### config.mk
export PLATFORM = sky130hd
export DESIGN_NAME = nest_irq_ctrl
export DESIGN_NICKNAME = d
export VERILOG_FILES = /design/src/rtl/nic_pkg.sv /design/src/rtl/nic_src_front.sv /design/src/rtl/nic_arbiter.sv /design/src/rtl/nic_prio_stack.sv /design/src/rtl/nest_irq_ctrl.sv
export SDC_FILE = /design/constraint.sdc
export NUM_CORES = 1
export LEC_CHECK = 0
export BUFFER_PORTS_ARGS = -buffer_cell sky130_fd_sc_hd__buf_2
export CORE_ASPECT_RATIO = 2
export CORE_MARGIN = 10
export CORE_UTILIZATION = 28
export DETAILED_ROUTE_END_ITERATION = 6
export GPL_TIMING_DRIVEN = 0
export MAX_ROUTING_LAYER = met4
export PLACE_DENSITY_LB_ADDON = 0.25
export SYNTH_ARGS = -nofsm -noshare
export SYNTH_HDL_FRONTEND = slang
export SYNTH_HIERARCHICAL = 1
export SYNTH_SLANG_ARGS = --single-unit
export TNS_END_PERCENT = 50
### constraint.sdc
create_clock -name clk -period 10.9 [get_ports clk]
set_input_delay 1.09 -clock clk [delete_from_list [all_inputs] [get_ports clk]]
set_output_delay 1.09 -clock clk [all_outputs]
set_load 0.03 [all_outputs]
### src/rtl/nic_pkg.sv
package nic_pkg;
  localparam int BUS_AW = 5;
  localparam logic [BUS_AW-1:0] A_VEC   = 5'd0;
  localparam logic [BUS_AW-1:0] A_EOS   = 5'd1;
  localparam logic [BUS_AW-1:0] A_MSET  = 5'd2;
  localparam logic [BUS_AW-1:0] A_MCLR  = 5'd3;
  localparam logic [BUS_AW-1:0] A_MSTAT = 5'd4;
  localparam logic [BUS_AW-1:0] A_PSET  = 5'd5;
  localparam logic [BUS_AW-1:0] A_PCLR  = 5'd6;
endpackage

### src/rtl/nic_src_front.sv
module nic_src_front #(
  parameter int NUM_SRC = 8
) (
  input  logic               clk,
  input  logic               rst,
  input  logic [NUM_SRC-1:0] src_i,
  input  logic [NUM_SRC-1:0] edge_mode_i,
  input  logic [NUM_SRC-1:0] set_i,
  input  logic [NUM_SRC-1:0] clr_i,
  input  logic [NUM_SRC-1:0] ack_clr_i,
  output logic [NUM_SRC-1:0] pend_o
);
  logic [NUM_SRC-1:0] s1_q, s2_q, prev_q;

  always_ff @(posedge clk) begin
    if (rst) begin
      s1_q   <= '0;
      s2_q   <= '0;
      prev_q <= '0;
    end else begin
      s1_q   <= src_i;
      s2_q   <= s1_q;
      prev_q <= s2_q;
    end
  end

  for (genvar i = 0; i < NUM_SRC; i++) begin : g_src
    logic rise;
    assign rise = s2_q[i] & ~prev_q[i];

    always_ff @(posedge clk) begin
      if (rst)
        pend_o[i] <= 1'b0;
      else if (edge_mode_i[i])
        pend_o[i] <= (pend_o[i] & ~(clr_i[i] | ack_clr_i[i])) | set_i[i] | rise;
      else
        pend_o[i] <= s2_q[i];
    end

    // level sources ignore software set/clear and follow the synchronizer
    a_r9_level_follows: assert property (@(posedge clk) disable iff (rst)
      !$past(edge_mode_i[i]) && !$past(rst) |-> pend_o[i] == $past(s2_q[i]));
  end
endmodule

### src/rtl/nic_arbiter.sv
module nic_arbiter #(
  parameter int NUM_SRC = 8,
  parameter int PRIO_W  = 3,
  localparam int IDX_W  = $clog2(NUM_SRC)
) (
  input  logic                      clk,
  input  logic                      rst,
  input  logic [NUM_SRC-1:0]        pend_i,
  input  logic [NUM_SRC-1:0]        mask_i,
  input  logic [NUM_SRC*PRIO_W-1:0] prio_i,
  output logic                      win_valid_o,
  output logic [IDX_W-1:0]          win_idx_o,
  output logic [PRIO_W-1:0]         win_prio_o
);
  always_comb begin
    win_valid_o = 1'b0;
    win_idx_o   = '0;
    win_prio_o  = '0;
    for (int i = NUM_SRC - 1; i >= 0; i--) begin
      if (pend_i[i] && mask_i[i] &&
          (!win_valid_o || prio_i[i*PRIO_W +: PRIO_W] >= win_prio_o)) begin
        win_valid_o = 1'b1;
        win_idx_o   = IDX_W'(i);
        win_prio_o  = prio_i[i*PRIO_W +: PRIO_W];
      end
    end
  end

  // the winner is always an enabled, pending source
  a_r3_winner_enabled: assert property (@(posedge clk) disable iff (rst)
    win_valid_o |-> pend_i[win_idx_o] && mask_i[win_idx_o]);
  // no winner while every enabled source is idle
  a_r4_masked_ignored: assert property (@(posedge clk) disable iff (rst)
    ((pend_i & mask_i) == '0) |-> !win_valid_o);
endmodule

### src/rtl/nic_prio_stack.sv
module nic_prio_stack #(
  parameter int DEPTH = 8,
  parameter int LVL_W = 4,
  localparam int SP_W = $clog2(DEPTH + 1),
  localparam int IX_W = $clog2(DEPTH)
) (
  input  logic             clk,
  input  logic             rst,
  input  logic             push_i,
  input  logic             pop_i,
  input  logic [LVL_W-1:0] din_i,
  output logic [LVL_W-1:0] top_o,
  output logic             empty_o
);
  logic [LVL_W-1:0] mem_q [DEPTH];
  logic [SP_W-1:0]  sp_q;
  logic [IX_W-1:0]  top_ix;

  assign top_ix  = IX_W'(sp_q - 1'b1);
  assign top_o   = mem_q[top_ix];
  assign empty_o = (sp_q == '0);

  always_ff @(posedge clk) begin
    if (push_i) mem_q[IX_W'(sp_q)] <= din_i;
  end

  always_ff @(posedge clk) begin
    if (rst)
      sp_q <= '0;
    else if (push_i && !pop_i)
      sp_q <= sp_q + 1'b1;
    else if (pop_i && !push_i)
      sp_q <= sp_q - 1'b1;
  end

  // nesting never exceeds the stack depth
  a_r8_no_overflow: assert property (@(posedge clk) disable iff (rst)
    push_i |-> sp_q < SP_W'(DEPTH));
  // a pop on an empty stack never happens
  a_r8_no_underflow: assert property (@(posedge clk) disable iff (rst)
    pop_i |-> !empty_o);
endmodule

### src/rtl/nest_irq_ctrl.sv
module nest_irq_ctrl
  import nic_pkg::*;
#(
  parameter int NUM_SRC     = 8,
  parameter int PRIO_W      = 3,
  parameter int STACK_DEPTH = 8,
  parameter int DATA_W      = 32
) (
  input  logic               clk,
  input  logic               rst,
  input  logic [NUM_SRC-1:0] src_i,
  input  logic               dbg_i,
  input  logic               bus_wr_i,
  input  logic               bus_rd_i,
  input  logic [4:0]         bus_addr_i,
  input  logic [DATA_W-1:0]  bus_wdata_i,
  output logic [DATA_W-1:0]  bus_rdata_o,
  output logic               irq_o
);
  localparam int IDX_W = $clog2(NUM_SRC);
  localparam int VEC_W = $clog2(NUM_SRC + 1);
  localparam int LVL_W = PRIO_W + 1;  // 0 = idle, p+1 = priority p in service

  logic [NUM_SRC-1:0]        mask_q, edge_q, pend, ack_clr;
  logic [NUM_SRC*PRIO_W-1:0] prio_q;
  logic [LVL_W-1:0]          cur_q, win_lvl, stk_top;
  logic                      win_valid, irq_cond, rd_vec, ack, eos, pop, stk_empty;
  logic [IDX_W-1:0]          win_idx;
  logic [PRIO_W-1:0]         win_prio;
  logic [VEC_W-1:0]          vec;
  logic                      cfg_hit;
  logic [3:0]                cfg_ix;

  assign cfg_ix   = bus_addr_i[3:0];
  assign cfg_hit  = bus_addr_i[4] && (int'(cfg_ix) < NUM_SRC);

  nic_src_front #(.NUM_SRC(NUM_SRC)) u_front (
    .clk(clk), .rst(rst), .src_i(src_i), .edge_mode_i(edge_q),
    .set_i((bus_wr_i && bus_addr_i == A_PSET) ? bus_wdata_i[NUM_SRC-1:0] : '0),
    .clr_i((bus_wr_i && bus_addr_i == A_PCLR) ? bus_wdata_i[NUM_SRC-1:0] : '0),
    .ack_clr_i(ack_clr), .pend_o(pend));

  nic_arbiter #(.NUM_SRC(NUM_SRC), .PRIO_W(PRIO_W)) u_arb (
    .clk(clk), .rst(rst), .pend_i(pend), .mask_i(mask_q), .prio_i(prio_q),
    .win_valid_o(win_valid), .win_idx_o(win_idx), .win_prio_o(win_prio));

  assign win_lvl  = {1'b0, win_prio} + 1'b1;
  assign irq_cond = win_valid && (win_lvl > cur_q);
  assign rd_vec   = bus_rd_i && (bus_addr_i == A_VEC);
  assign ack      = rd_vec && irq_cond && !dbg_i;
  assign eos      = bus_wr_i && (bus_addr_i == A_EOS);
  assign pop      = eos && !stk_empty && !ack;
  assign vec      = irq_cond ? VEC_W'(win_idx) + 1'b1 : '0;
  assign ack_clr  = ack ? (edge_q & (NUM_SRC'(1) << win_idx)) : '0;

  nic_prio_stack #(.DEPTH(STACK_DEPTH), .LVL_W(LVL_W)) u_stack (
    .clk(clk), .rst(rst), .push_i(ack), .pop_i(pop), .din_i(cur_q),
    .top_o(stk_top), .empty_o(stk_empty));

  always_ff @(posedge clk) begin
    if (rst) begin
      cur_q  <= '0;
      irq_o  <= 1'b0;
      mask_q <= '0;
    end else begin
      if (ack)      cur_q <= win_lvl;
      else if (pop) cur_q <= stk_top;
      irq_o <= irq_cond && !ack;
      if (bus_wr_i && bus_addr_i == A_MSET) mask_q <= mask_q | bus_wdata_i[NUM_SRC-1:0];
      if (bus_wr_i && bus_addr_i == A_MCLR) mask_q <= mask_q & ~bus_wdata_i[NUM_SRC-1:0];
    end
  end

  for (genvar i = 0; i < NUM_SRC; i++) begin : g_cfg
    always_ff @(posedge clk) begin
      if (rst) begin
        prio_q[i*PRIO_W +: PRIO_W] <= '0;
        edge_q[i]                  <= 1'b0;
      end else if (bus_wr_i && cfg_hit && int'(cfg_ix) == i) begin
        prio_q[i*PRIO_W +: PRIO_W] <= bus_wdata_i[PRIO_W-1:0];
        edge_q[i]                  <= bus_wdata_i[3];
      end
    end
  end

  always_ff @(posedge clk) begin
    if (rst || !bus_rd_i)
      bus_rdata_o <= '0;
    else if (bus_addr_i == A_VEC)
      bus_rdata_o <= DATA_W'(vec);
    else if (bus_addr_i == A_MSTAT)
      bus_rdata_o <= DATA_W'(mask_q);
    else if (cfg_hit)
      bus_rdata_o <= DATA_W'({edge_q[cfg_ix[IDX_W-1:0]], prio_q[cfg_ix[IDX_W-1:0]*PRIO_W +: PRIO_W]});
    else
      bus_rdata_o <= '0;
  end

  // an acknowledge drops the request in the next cycle
  a_r5_ack_drops_irq: assert property (@(posedge clk) disable iff (rst)
    ack |=> !irq_o);
  // an acknowledge raises the level to the winner's priority
  a_r5_level_raised: assert property (@(posedge clk) disable iff (rst)
    ack |=> cur_q > $past(cur_q));
  // a read with no winner leaves the level unchanged
  a_r10_fake_keeps_level: assert property (@(posedge clk) disable iff (rst)
    rd_vec && !irq_cond |=> $stable(cur_q));
  // debug reads leave the level unchanged
  a_r11_debug_no_effect: assert property (@(posedge clk) disable iff (rst)
    rd_vec && dbg_i |=> $stable(cur_q));
  // the request is only raised for a winner above the level
  a_r4_irq_has_cause: assert property (@(posedge clk) disable iff (rst)
    irq_o |-> $past(irq_cond));
endmodule

==> metrics.txt <==
status=complete, but fails checks; failing checks=negative setup slack; gr ovfl total=0; Critical Path Stages=52; crit-path leading delay family=compound AO/OA/AOI/OAI gates; via/cell ratio=5.07; post-route setup slack=-209 ps; Vias=5662; busiest layer in global routing=met2; I/O pins=83; Die W=129 µm; met3 GRT Util=0.0264; Syn-to-layout area delta=36.3%; Synth Flop Type=dfxtp_1; Post-synth top cells=dfxtp_1 (89), nand2_1 (61), a21oi_1 (51); largest net degree at the start of global routing=17; placed cell count=1026; input/output buffers=33; Initial Util=0.282; grt met1 use=0.122; CP max stage delay=430 ps; startpoint types=register; Final setup viols=42; RSZ-0062 raised after global routing=true; vias in the first global route=5737; WHS Path Cells=1; final cell count without fillers=1117; Final Cycle Share=1.02; Post-Synthesis Cells=683; final wirelength=22.0 mm; Total GRT Usage=0.147; most common cell in the netlist=dfxtp_1; Post-Synthesis Mean Instance Area=9.81 µm²; Hold Crit Class=reg -> reg; final hold violation count=0; Post-synth EDFFs=32; Slew Limit Fails=0; Crit Path Category=reg -> reg; Critical Path End Type=register; wire per inst=19.7 µm; Min Hold Slack=437 ps; Setup WS pre-CTS=-1600 ps; RD Place Congestion=0.866; crit path DAT=11420 ps; share of layout cells above drive strength 1=0.349; synth unique cells=77; leak pwr=0.00368 µW; initial antenna violation count=0; VDD IR max=126 µV; Syn Std Cell Area=6700 µm²; Worst Skew=11.3 ps; Die Y=239 µm; CP required=11210 ps; Max Clk Rate=90.0 MHz; row count=80; clk sink count=121; 1st-iter DRT viols=304; slowest library cell on the worst path=or4_4; global-route wire length before repair=32.9 mm; CTS HTree Levels=4; max cap viols=0; post-synthesis sequential area ratio=0.409; crit-path max FO=5; Final HPWL DP=16.5 mm; largest area contributor in the netlist=dfxtp_1; Yosys top cell area share=0.266; CTS tree=yes; NumNets Final=902; Slew @ Worst Pin=971 ps; TritonCTS Buffers=17; Yosys warnings=6; Core Area=23700 µm²; cell mode on critical path=ha_4; R2R depth=52; ys async rst share=0; die area=30900 µm²; # DRC=0; CP Buf/Inv Count=4; setup TNS=-5280 ps; M2 GR Usage=0.280; Final min period=11110 ps; slew margin rel.=0.348; CTS root buf=clkbuf_16; remaining antenna violation count=0; pwr/cell area=122 nW/µm²; clk_lat worst skew=430 ps; # fillers=2295; Reg clk slew, reported paths=60 ps; CTS Buffer Depth=2; drt pass-1 iters=5; ANT cells=0; top cells by area, synth=dfxtp_1 (27%), edfxtp_1 (14%), ha_1 (6.5%); post-synthesis register bit count=121
-- cells in the final DEF (no fill, tap or decap), types with 5 or more instances in the layout --
cell type / instances
mux2i_1: 27
and3_4: 6
conb_1: 24
a311oi_1: 8
clkbuf_16: 17
nand2b_4: 7
clkbuf_1: 15
edfxtp_1: 32
dfxtp_1: 86
nand2_1: 56
buf_6: 16
o21ai_0: 5
nor2_1: 39
nand2b_1: 7
ha_4: 12
buf_4: 79
nor2b_1: 27
inv_1: 21
buf_2: 37
nor2_4: 11
nand3_1: 27
and2_1: 22
o21ai_1: 12
a21oi_1: 44
and3_1: 6
o22ai_1: 5
ha_1: 22
mux4_1: 9
nor3b_2: 8
-- power by group --
group	leakage (µW)	switching (µW)	internal, µW
sequential	0.00110	4.66	464
clock	0.000303	214	367
combinational	0.00228	43.8	23.7
-- layout make-up --
class	count	area [µm²]	area share
clock buffers	19	443	0.0485
well taps	287	359	0.0393
clock inverters	13	165	0.0181
inverters	24	95.1	0.0104
repair buffers	92	669	0.0733
flip-flops and latches	121	2750	0.301
plain buffers	56	377	0.0412
multi-input cells	505	4270	0.468
-- per-layer routing --
layer	vias up	part of all wire
li1	2695	-
met1	2719	0.33
met2	181	0.57
met3	67	0.031
met4	0	0.068
met5	-	0
-- repair_timing --
| item | in CTS | in global routing |
|---|---|---|
| resized for setup | 69 | 56 |
| pin swaps | 43 | 55 |
| setup endpoints to repair | 53 | 53 |
| hold buffers | 0 | 0 |
| cloned | 0 | 0 |
| setup buffers | 44 | 15 |
-- registers in the layout (all words and copies together) (netlist names), named ones only --
signal / count
bus_rdata_o: 8
cur_q: 4
edge_q: 8
irq_o: 1
prio_q: 24
u_front/pend_o: 8
u_front/prev_q: 8
u_front/s1_q: 8
u_front/s2_q: 8
u_stack/mem_q: 32
u_stack/sp_q: 4
-- through the flow --
stage / power (µW) / cell area [µm²] / util
2_1_floorplan: 521 / 6870 / -
3_3_place_gp: 542 / 7400 / 0.312
3_5_place_dp: 543 / 7400 / 0.312
4_1_cts: 1130 / 8660 / 0.365
5_1_grt: 1150 / 9130 / 0.385
6_report: 1120 / 9130 / 0.385
-- cell families (layout without fill, tap and decap cells) --
family,Yosys count,count (layout),share of synthesized area
DFF,121,121,0.409
xor gates and xnor gates,4,4,0.00523
muxes,46,46,0.0973
other,1,24,0.000560
AOI/OAI and AO/OA,137,137,0.140
buffers and inverters,80,204,0.0685
and+or+nand+nor,259,259,0.213
adders and majority gates,35,35,0.0654
-- path summary, 6_finish.rpt --
check | startpoint | to | slack [ps]
hold reg to reg | u_front/s1_q[6] | u_front/s2_q[6] | 440
setup reg to reg | u_front/pend_o[7] | u_stack/sp_q[3] | -210
setup / recovery | u_front/pend_o[7] | u_stack/sp_q[3] | -210
hold / removal | u_front/s1_q[6] | u_front/s2_q[6] | 440
(Power assumes the default switching activity.)
